==> src/rtl/manchester_frame_tx_pkg.sv <==
package manchester_frame_tx_pkg;

  // Half of a bit period; the bit clock is high in the first half.
  typedef enum logic {
    HALF_FIRST  = 1'b0,
    HALF_SECOND = 1'b1
  } half_e;

  // Bit-clock level belonging to a half-bit phase.
  function automatic logic bit_clock_level(half_e h);
    return (h == HALF_FIRST);
  endfunction

  // Next half-bit phase.
  function automatic half_e next_half(half_e h);
    return (h == HALF_FIRST) ? HALF_SECOND : HALF_FIRST;
  endfunction

endpackage

==> src/rtl/mft_frame_seq.sv <==
module mft_frame_seq
  import manchester_frame_tx_pkg::*;
#(
  parameter int PRE_LEN   = 31,
  parameter int DATA_W    = 16,
  parameter int FRAME_LEN = PRE_LEN + 1 + DATA_W,
  parameter int IDX_W     = $clog2(FRAME_LEN)
) (
  input  logic             clk,
  input  logic             rst_n,
  output half_e            half_o,
  output logic [IDX_W-1:0] bit_idx_o,
  output logic             load_slot_o
);

  localparam logic [IDX_W-1:0] LAST_IDX = IDX_W'(FRAME_LEN - 1);
  localparam logic [IDX_W-1:0] LAST_PRE = IDX_W'(PRE_LEN - 1);

  half_e            half_q;
  logic [IDX_W-1:0] idx_q;

  always_ff @(posedge clk or negedge rst_n) begin
    if (!rst_n) begin
      half_q <= HALF_FIRST;
      idx_q  <= '0;
    end else begin
      half_q <= next_half(half_q);
      if (half_q == HALF_SECOND) begin
        idx_q <= (idx_q == LAST_IDX) ? '0 : idx_q + 1'b1;
      end
    end
  end

  assign half_o      = half_q;
  assign bit_idx_o   = idx_q;
  assign load_slot_o = (idx_q == LAST_PRE) && (half_q == HALF_SECOND);

endmodule

==> src/rtl/mft_sample_hold.sv <==
module mft_sample_hold #(
  parameter int DATA_W = 16
) (
  input  logic              clk,
  input  logic              rst_n,
  input  logic              load_slot,
  input  logic              sample_valid,
  input  logic [DATA_W-1:0] sample_data,
  output logic [DATA_W-1:0] held_o,
  output logic              accept_o
);

  logic [DATA_W-1:0] held_q;
  logic              take;

  assign take = load_slot & sample_valid;

  always_ff @(posedge clk or negedge rst_n) begin
    if (!rst_n) begin
      held_q <= '0;
    end else if (take) begin
      held_q <= sample_data;
    end
  end

  assign held_o   = held_q;
  assign accept_o = take;

endmodule

==> src/rtl/mft_bit_select.sv <==
module mft_bit_select #(
  parameter int PRE_LEN   = 31,
  parameter int DATA_W    = 16,
  parameter int FRAME_LEN = PRE_LEN + 1 + DATA_W,
  parameter int IDX_W     = $clog2(FRAME_LEN)
) (
  input  logic [IDX_W-1:0]  bit_idx,
  input  logic [DATA_W-1:0] held,
  output logic              bit_o
);

  // Value of frame position idx: zero run, start bit, then payload MSB first.
  function automatic logic frame_bit(logic [IDX_W-1:0] idx,
                                     logic [DATA_W-1:0] smp);
    int                pos;
    logic [DATA_W-1:0] sh;
    pos = int'(idx) - (PRE_LEN + 1);
    if (int'(idx) < PRE_LEN) return 1'b0;
    if (int'(idx) == PRE_LEN) return 1'b1;
    sh = smp << pos;
    return sh[DATA_W-1];
  endfunction

  assign bit_o = frame_bit(bit_idx, held);

endmodule

==> src/rtl/mft_retime.sv <==
module mft_retime
  import manchester_frame_tx_pkg::*;
(
  input  logic  clk,
  input  logic  rst_n,
  input  half_e half_i,
  input  logic  bit_i,
  output logic  bclk_q_o,
  output logic  dbit_q_o,
  output logic  line_o
);

  logic bclk_q;
  logic dbit_q;
  logic line_q;

  always_ff @(posedge clk or negedge rst_n) begin
    if (!rst_n) begin
      bclk_q <= 1'b0;
      dbit_q <= 1'b0;
      line_q <= 1'b0;
    end else begin
      bclk_q <= bit_clock_level(half_i);
      dbit_q <= bit_i;
      line_q <= bclk_q ^ dbit_q;
    end
  end

  assign bclk_q_o = bclk_q;
  assign dbit_q_o = dbit_q;
  assign line_o   = line_q;

endmodule

==> src/rtl/manchester_frame_tx.sv <==
module manchester_frame_tx
  import manchester_frame_tx_pkg::*;
#(
  parameter int DATA_W  = 16,
  parameter int PRE_LEN = 31,
  parameter int MIN_PRE = 18
) (
  input  logic              clk,
  input  logic              rst_n,
  input  logic [DATA_W-1:0] sample_data,
  input  logic              sample_valid,
  output logic              line_out,
  output logic              sample_accept
);

  localparam int FRAME_LEN = PRE_LEN + 1 + DATA_W;
  localparam int IDX_W     = $clog2(FRAME_LEN);

  // Internal events, named for the checker.
  half_e             half_w;
  logic [IDX_W-1:0]  bit_idx_w;
  logic              load_slot_w;
  logic [DATA_W-1:0] held_w;
  logic              cur_bit_w;
  logic              bclk_q_w;
  logic              dbit_q_w;

  mft_frame_seq #(
    .PRE_LEN(PRE_LEN), .DATA_W(DATA_W), .FRAME_LEN(FRAME_LEN), .IDX_W(IDX_W)
  ) u_seq (
    .clk(clk), .rst_n(rst_n),
    .half_o(half_w), .bit_idx_o(bit_idx_w), .load_slot_o(load_slot_w)
  );

  mft_sample_hold #(.DATA_W(DATA_W)) u_hold (
    .clk(clk), .rst_n(rst_n),
    .load_slot(load_slot_w), .sample_valid(sample_valid),
    .sample_data(sample_data), .held_o(held_w), .accept_o(sample_accept)
  );

  mft_bit_select #(
    .PRE_LEN(PRE_LEN), .DATA_W(DATA_W), .FRAME_LEN(FRAME_LEN), .IDX_W(IDX_W)
  ) u_sel (
    .bit_idx(bit_idx_w), .held(held_w), .bit_o(cur_bit_w)
  );

  mft_retime u_rt (
    .clk(clk), .rst_n(rst_n),
    .half_i(half_w), .bit_i(cur_bit_w),
    .bclk_q_o(bclk_q_w), .dbit_q_o(dbit_q_w), .line_o(line_out)
  );

endmodule

==> config.mk <==
export PLATFORM = sky130hd
export DESIGN_NAME = manchester_frame_tx
export DESIGN_NICKNAME = d
export VERILOG_FILES = /design/src/rtl/manchester_frame_tx_pkg.sv /design/src/rtl/mft_frame_seq.sv /design/src/rtl/mft_sample_hold.sv /design/src/rtl/mft_bit_select.sv /design/src/rtl/mft_retime.sv /design/src/rtl/manchester_frame_tx.sv
export SDC_FILE = /design/constraint.sdc
export NUM_CORES = 1
export LEC_CHECK = 0
export CORE_MARGIN = 3
export CORE_UTILIZATION = 45
export CTS_CLUSTER_DIAMETER = 80
export DETAILED_ROUTE_END_ITERATION = 6
export PLACE_DENSITY = 0.81
export REMOVE_ABC_BUFFERS = 1
export SYNTH_ARGS = -nofsm -noshare
export SYNTH_HDL_FRONTEND = slang
export SYNTH_HIERARCHICAL = 1
export SYNTH_SLANG_ARGS = --single-unit
==> constraint.sdc <==
create_clock -name clk -period 1.64 [get_ports clk]
set_clock_uncertainty 0.05 [all_clocks]
set_input_delay 0.328 -clock clk [delete_from_list [all_inputs] [get_ports clk]]
set_output_delay 0.328 -clock clk [all_outputs]
set_load 0.01 [all_outputs]
======== Word-level counts from Yosys, hierarchy flattened ========
Index checks and enable logic that the tools add are counted.
storage, ports and cells
  register bits ........................... 26
  bits in latches ......................... 0
  memory bits (writable) .................. 0
  memory bits (read-only) ................. 0
  input port bits ......................... 19
  output and inout port bits .............. 2
  word-level logic and storage cells ...... 26
  memories kept ........................... 0
cells by class
  add/sub/neg operators ................... 2
  multiply operators ...................... 0
  divide/modulo/power cells ............... 0
  magnitude comparators ................... 1
  equality and inequality tests ........... 3
  shift-type cells ........................ 1
  mux-type cells .......................... 9
  bitwise gates (word level) .............. 3
  reductions and logical operators ........ 1
operator list
  kind                 count
  $shl 16x32->16       1
  $eq 6x6->1 const B   2
  $mux 1               8
  $sub 6x6->7 const B  1
  $add 6x1->6 const B  1
  $eq 6x5->1 const B   1
  $lt 6x5->1 const B   1
  $mux 6               1
  $and 1x1->1          1
  $logic_and 1x1->1    1
  $not 1->1            1
  $xor 1x1->1          1

======== Depth between registers and ports, before layout ========
  word-level depth ........................ 5
  depth in mapped cells ................... 7
  gate-level depth less buffers ........... 6

======== By module ========
The synthesis kept the hierarchy.
modules (own cells, without submodules)
  module           instances  cells each  area each (µm²)  sequential area each (µm²)
  mft_sample_hold  1          35          649.4            400.4
  mft_frame_seq    1          33          339.1            175.2
  mft_bit_select   1          18          172.7            0.0
  mft_retime       1          5           87.6             75.1

======== Worst setup path before layout ========
Ideal clock, no wire load.
  path type ............................... reg-to-output
  start point ............................. register u_seq.idx_q[0] (netlist: u_seq/bit_idx_o[0])
  end point ............................... output sample_accept
  arrival time ............................ 1321 ps
  data required time ...................... 1262 ps
  slack ................................... -59 ps
  cell stages (with the launch flop) ...... 8
  buffers on the path ..................... 1
  path through ............................ dfrtp_1 > inv_1 > ha_1 > nand2_1 > nor3_1 > nand2_4 > buf_12 > inv_1
on the way
  cells in the longest elaborated chain, start to end .. 3
RTL lines
  element                   RTL line                   text
  start: declaration        mft_frame_seq.sv:20        logic [IDX_W-1:0] idx_q;
  start signal: assignment  mft_frame_seq.sv:29        idx_q <= (idx_q == LAST_IDX) ? '0 : idx_q + 1'b1;
  $eq 6x5->1                mft_frame_seq.sv:36        assign load_slot_o = (idx_q == LAST_PRE) && (half_q == HALF_SECOND);
  $logic_and 1x1->1         mft_frame_seq.sv:36
  via load_slot_w           manchester_frame_tx.sv:22  logic load_slot_w;
  $and 1x1->1               mft_sample_hold.sv:16      assign take = load_slot & sample_valid;
  end: declaration          manchester_frame_tx.sv:13  output logic sample_accept
The timed path passes the listed nets, and every way through them passes these cells.

======== Final worst setup path ========
Same ends and word-level chain as after synthesis.

==> results by group <==
STA
  – Slew margin rel.: 0.770
  – Post-layout worst setup margin: -0.244 ns
  – Hold Slack: 0.290 ns
  – Setup violators final: 17
  – Unrepaired setup endpoints after global routing: yes
  – Max-slew violations: 0
  – Tcrit/Tclk final: 1.15
  – Final hold vios: 0
  – Fmax: 531 MHz
  – Slew @ Worst Pin: 0.346 ns
  – Setup TNS: -1.50 ns
  – Minimum clock period: 1.88 ns

Power and ir drop
  – PD cells: 624 nW/µm²
  – Leak Pwr: 0.807 nW
  – Design Power: 0.00103 W
  – VDD IR max: 0.504 mV

Die
  – Ports: 21
  – CORE AREA: 2570 µm²
  – Die area: 3440 µm²
  – Initial cell density of the core: 0.486
  – DIE WIDTH: 58.7 µm
  – Die Ht: 58.7 µm
  – Row cnt: 18

Clock tree
  – CTS tree: yes
  – Hold Buf Count CTS: 0
  – Worst skew pair latency: 0.33 ns
  – H-tree depth: 1
  – Clk buf depth: 2
  – Num CTS Buffers: 3
  – CTS Root Cell: clkbuf_4
  – TritonCTS Sinks: 26
  – Clock transition at path regs: 0.14 ns

Cells and area
  – Layout Utilization: 0.643
  – Multi-input logic area: 582 µm²
  – Register Area: 651 µm²
  – Fill cells: 212
  – Diodes inserted: 0
  – Area growth syn-to-layout: 32.3%
  – Fin nets: 149
  – Share of cells above drive strength 1: 0.354

Placed design
  – Pre-CTS setup slack: -0.277 ns
  – Hpwl dp: 1690 µm
  – Port bufs: 20
  – Final GP Congestion: 0.837

GRT
  – First-pass GRT wire length: 3910 µm
  – Total grt overflow: 0
  – Overall routing resource usage: 0.150
  – Number of antenna violations at the first check in global routing: 0
  – Vias in the first global route: 879
  – Largest net degree at the start of global routing: 27

Setup path
  – Critical Path Start Type: flip-flop
  – CP max stage cell: dfrtp_1
  – R2R setup slack: -0.11 ns
  – CP Cell Sequence: inv_2 > ha_4 > nand2_2 > nor3_2 > buf_4 > nand2_4 > inv_1 > buf_2
  – Critical path's top delay family: flip-flops
  – Critical Path RT: 1.26 ns
  – Crit path kind: reg -> out
  – Crit path DAT: 1.51 ns
  – CP endpoint kind: primary output
  – CP max stage delay: 0.41 ns
  – Crit-path max FO: 3
  – Worst Path Buf+Inv: 4

Route
  – WL per Instance: 16.1 µm
  – Drt pass-1 iters: 4
  – Via Count: 845
  – Initial DRC count: 36
  – Vias per cell: 5.38
  – Routed WL: 2530 µm
  – Detail Route Antenna Nets: 0
  – DRC viols: 0

Logic synthesis
  – Yosys synthesis warning count: 6
  – Area contributors post-synth: dfrtp_1 52%, mux2_4 11%, mux2_2 7.2%
  – Syn avg cell area: 13.7 µm²
  – FF+latch count, synth: 26
  – Mapped Area: 1250 µm²
  – Synth area leader: dfrtp_1
  – Synth top area share: 0.521
  – Count of different cell masters after synthesis: 27
  – Syn Inst Count: 91
  – Sequential fraction of the synthesis area: 0.521

Min path
  – Hold WC Path Type: in -> async

Flow run
  – Max-cap viol count: 0

Run status
  – Status: complete, but fails checks
  – Failing checks: negative setup slack
[registers in the layout, indices dropped and copies added, names as in the netlist]
signal           cells
u_seq/half_o         1
u_rt/line_o          1
u_hold/held_o       16
u_seq/bit_idx_o      6
u_rt/dbit_q_o        1
u_rt/bclk_q_o        1
[kinds of logic (layout without fill, tap and decap cells)]
kind of cell | after synthesis | after routing | share of synthesized area
DFF | 26 | 26 | 0.521
muxes | 24 | 24 | 0.257
and+or+nand+nor | 22 | 22 | 0.104
AOI/OAI and AO/OA | 8 | 8 | 0.0401
buffers and inverters | 6 | 42 | 0.0371
xor gates and xnor gates | 3 | 3 | 0.0210
adders and majority gates | 2 | 2 | 0.0200
[routing by layer]
layer / wire, µm / track usage
met1: 1080 / 0.184
met2: 1270 / 0.266
met3: 133 / 0.0263
met4: 46 / 0.0485
met5: 0 / 0
[Yosys cell counts]
master / instances
a21oi_1: 1
a221oi_1: 2
a22oi_1: 1
and2_1: 1
buf_12: 1
buf_6: 1
dfrtp_1: 26
ha_1: 2
inv_1: 4
mux2_2: 8
mux2_4: 9
mux2i_1: 5
mux4_2: 2
nand2_1: 5
nand2_4: 1
nand3_1: 2
nand3b_1: 2
nand4_1: 2
nand4_2: 1
nor2_1: 3
nor2b_1: 2
nor3_1: 1
o21ai_0: 4
or3_1: 1
or3b_1: 1
xnor2_1: 1
xor2_1: 2
[per-stage QoR]
stage | cell area (µm²) | instances
2_1_floorplan | 1220 | 89
3_3_place_gp | 1540 | 150
3_5_place_dp | 1540 | 150
4_1_cts | 1580 | 155
5_1_grt | 1650 | 157
6_report | 1650 | 157
[cells in the final DEF, fill, tap and decap left out, types with 3 or more instances in the layout]
master and count:
buf_4 12, clkbuf_4 3, clkdlybuf4s50_1 19, dfrtp_1 26
inv_1 3, mux2_2 7, mux2_4 10, mux2i_1 5
nand2_1 4, nor2_1 3, o21ai_0 4
[worst paths after layout]
| check | start | endpoint | depth (start not counted) |
|---|---|---|---|
| max in group asynchronous | rst_n | u_seq/half_o | 2 |
| setup / recovery | u_seq/bit_idx_o[0] | sample_accept | 8 |
| min in group clk | u_rt/bclk_q_o | u_rt/line_o | 1 |
| setup reg to reg | u_seq/bit_idx_o[0] | u_hold/held_o[6] | 9 |
| hold reg to reg | u_rt/bclk_q_o | u_rt/line_o | 1 |
| hold / removal | rst_n | u_hold/held_o[11] | 2 |
[area by class of cell]
cell class                 instances  share of cell area
inverter                           4             0.00909
timing repair buffer              34               0.200
tap                               30              0.0227
sequential                        26               0.394
multi-input combinational         59               0.352
clock buffer                       4              0.0220
[power by group]
part	internal, W	switching (W)	total (W)
Sequential	0.000641	0	0.000641
Clock	0.000136	0.000196	0.000332
Combinational	0.0000394	0.0000181	0.0000575
[what timing repair did]
item	CTS	global route
endpoints found under the hold margin	0	0
setup endpoints to repair	17	18
setup buffers	1	3
resized for setup	6	8
cloned	0	1
No activity file was read; power rests on OpenSTA's default activity.
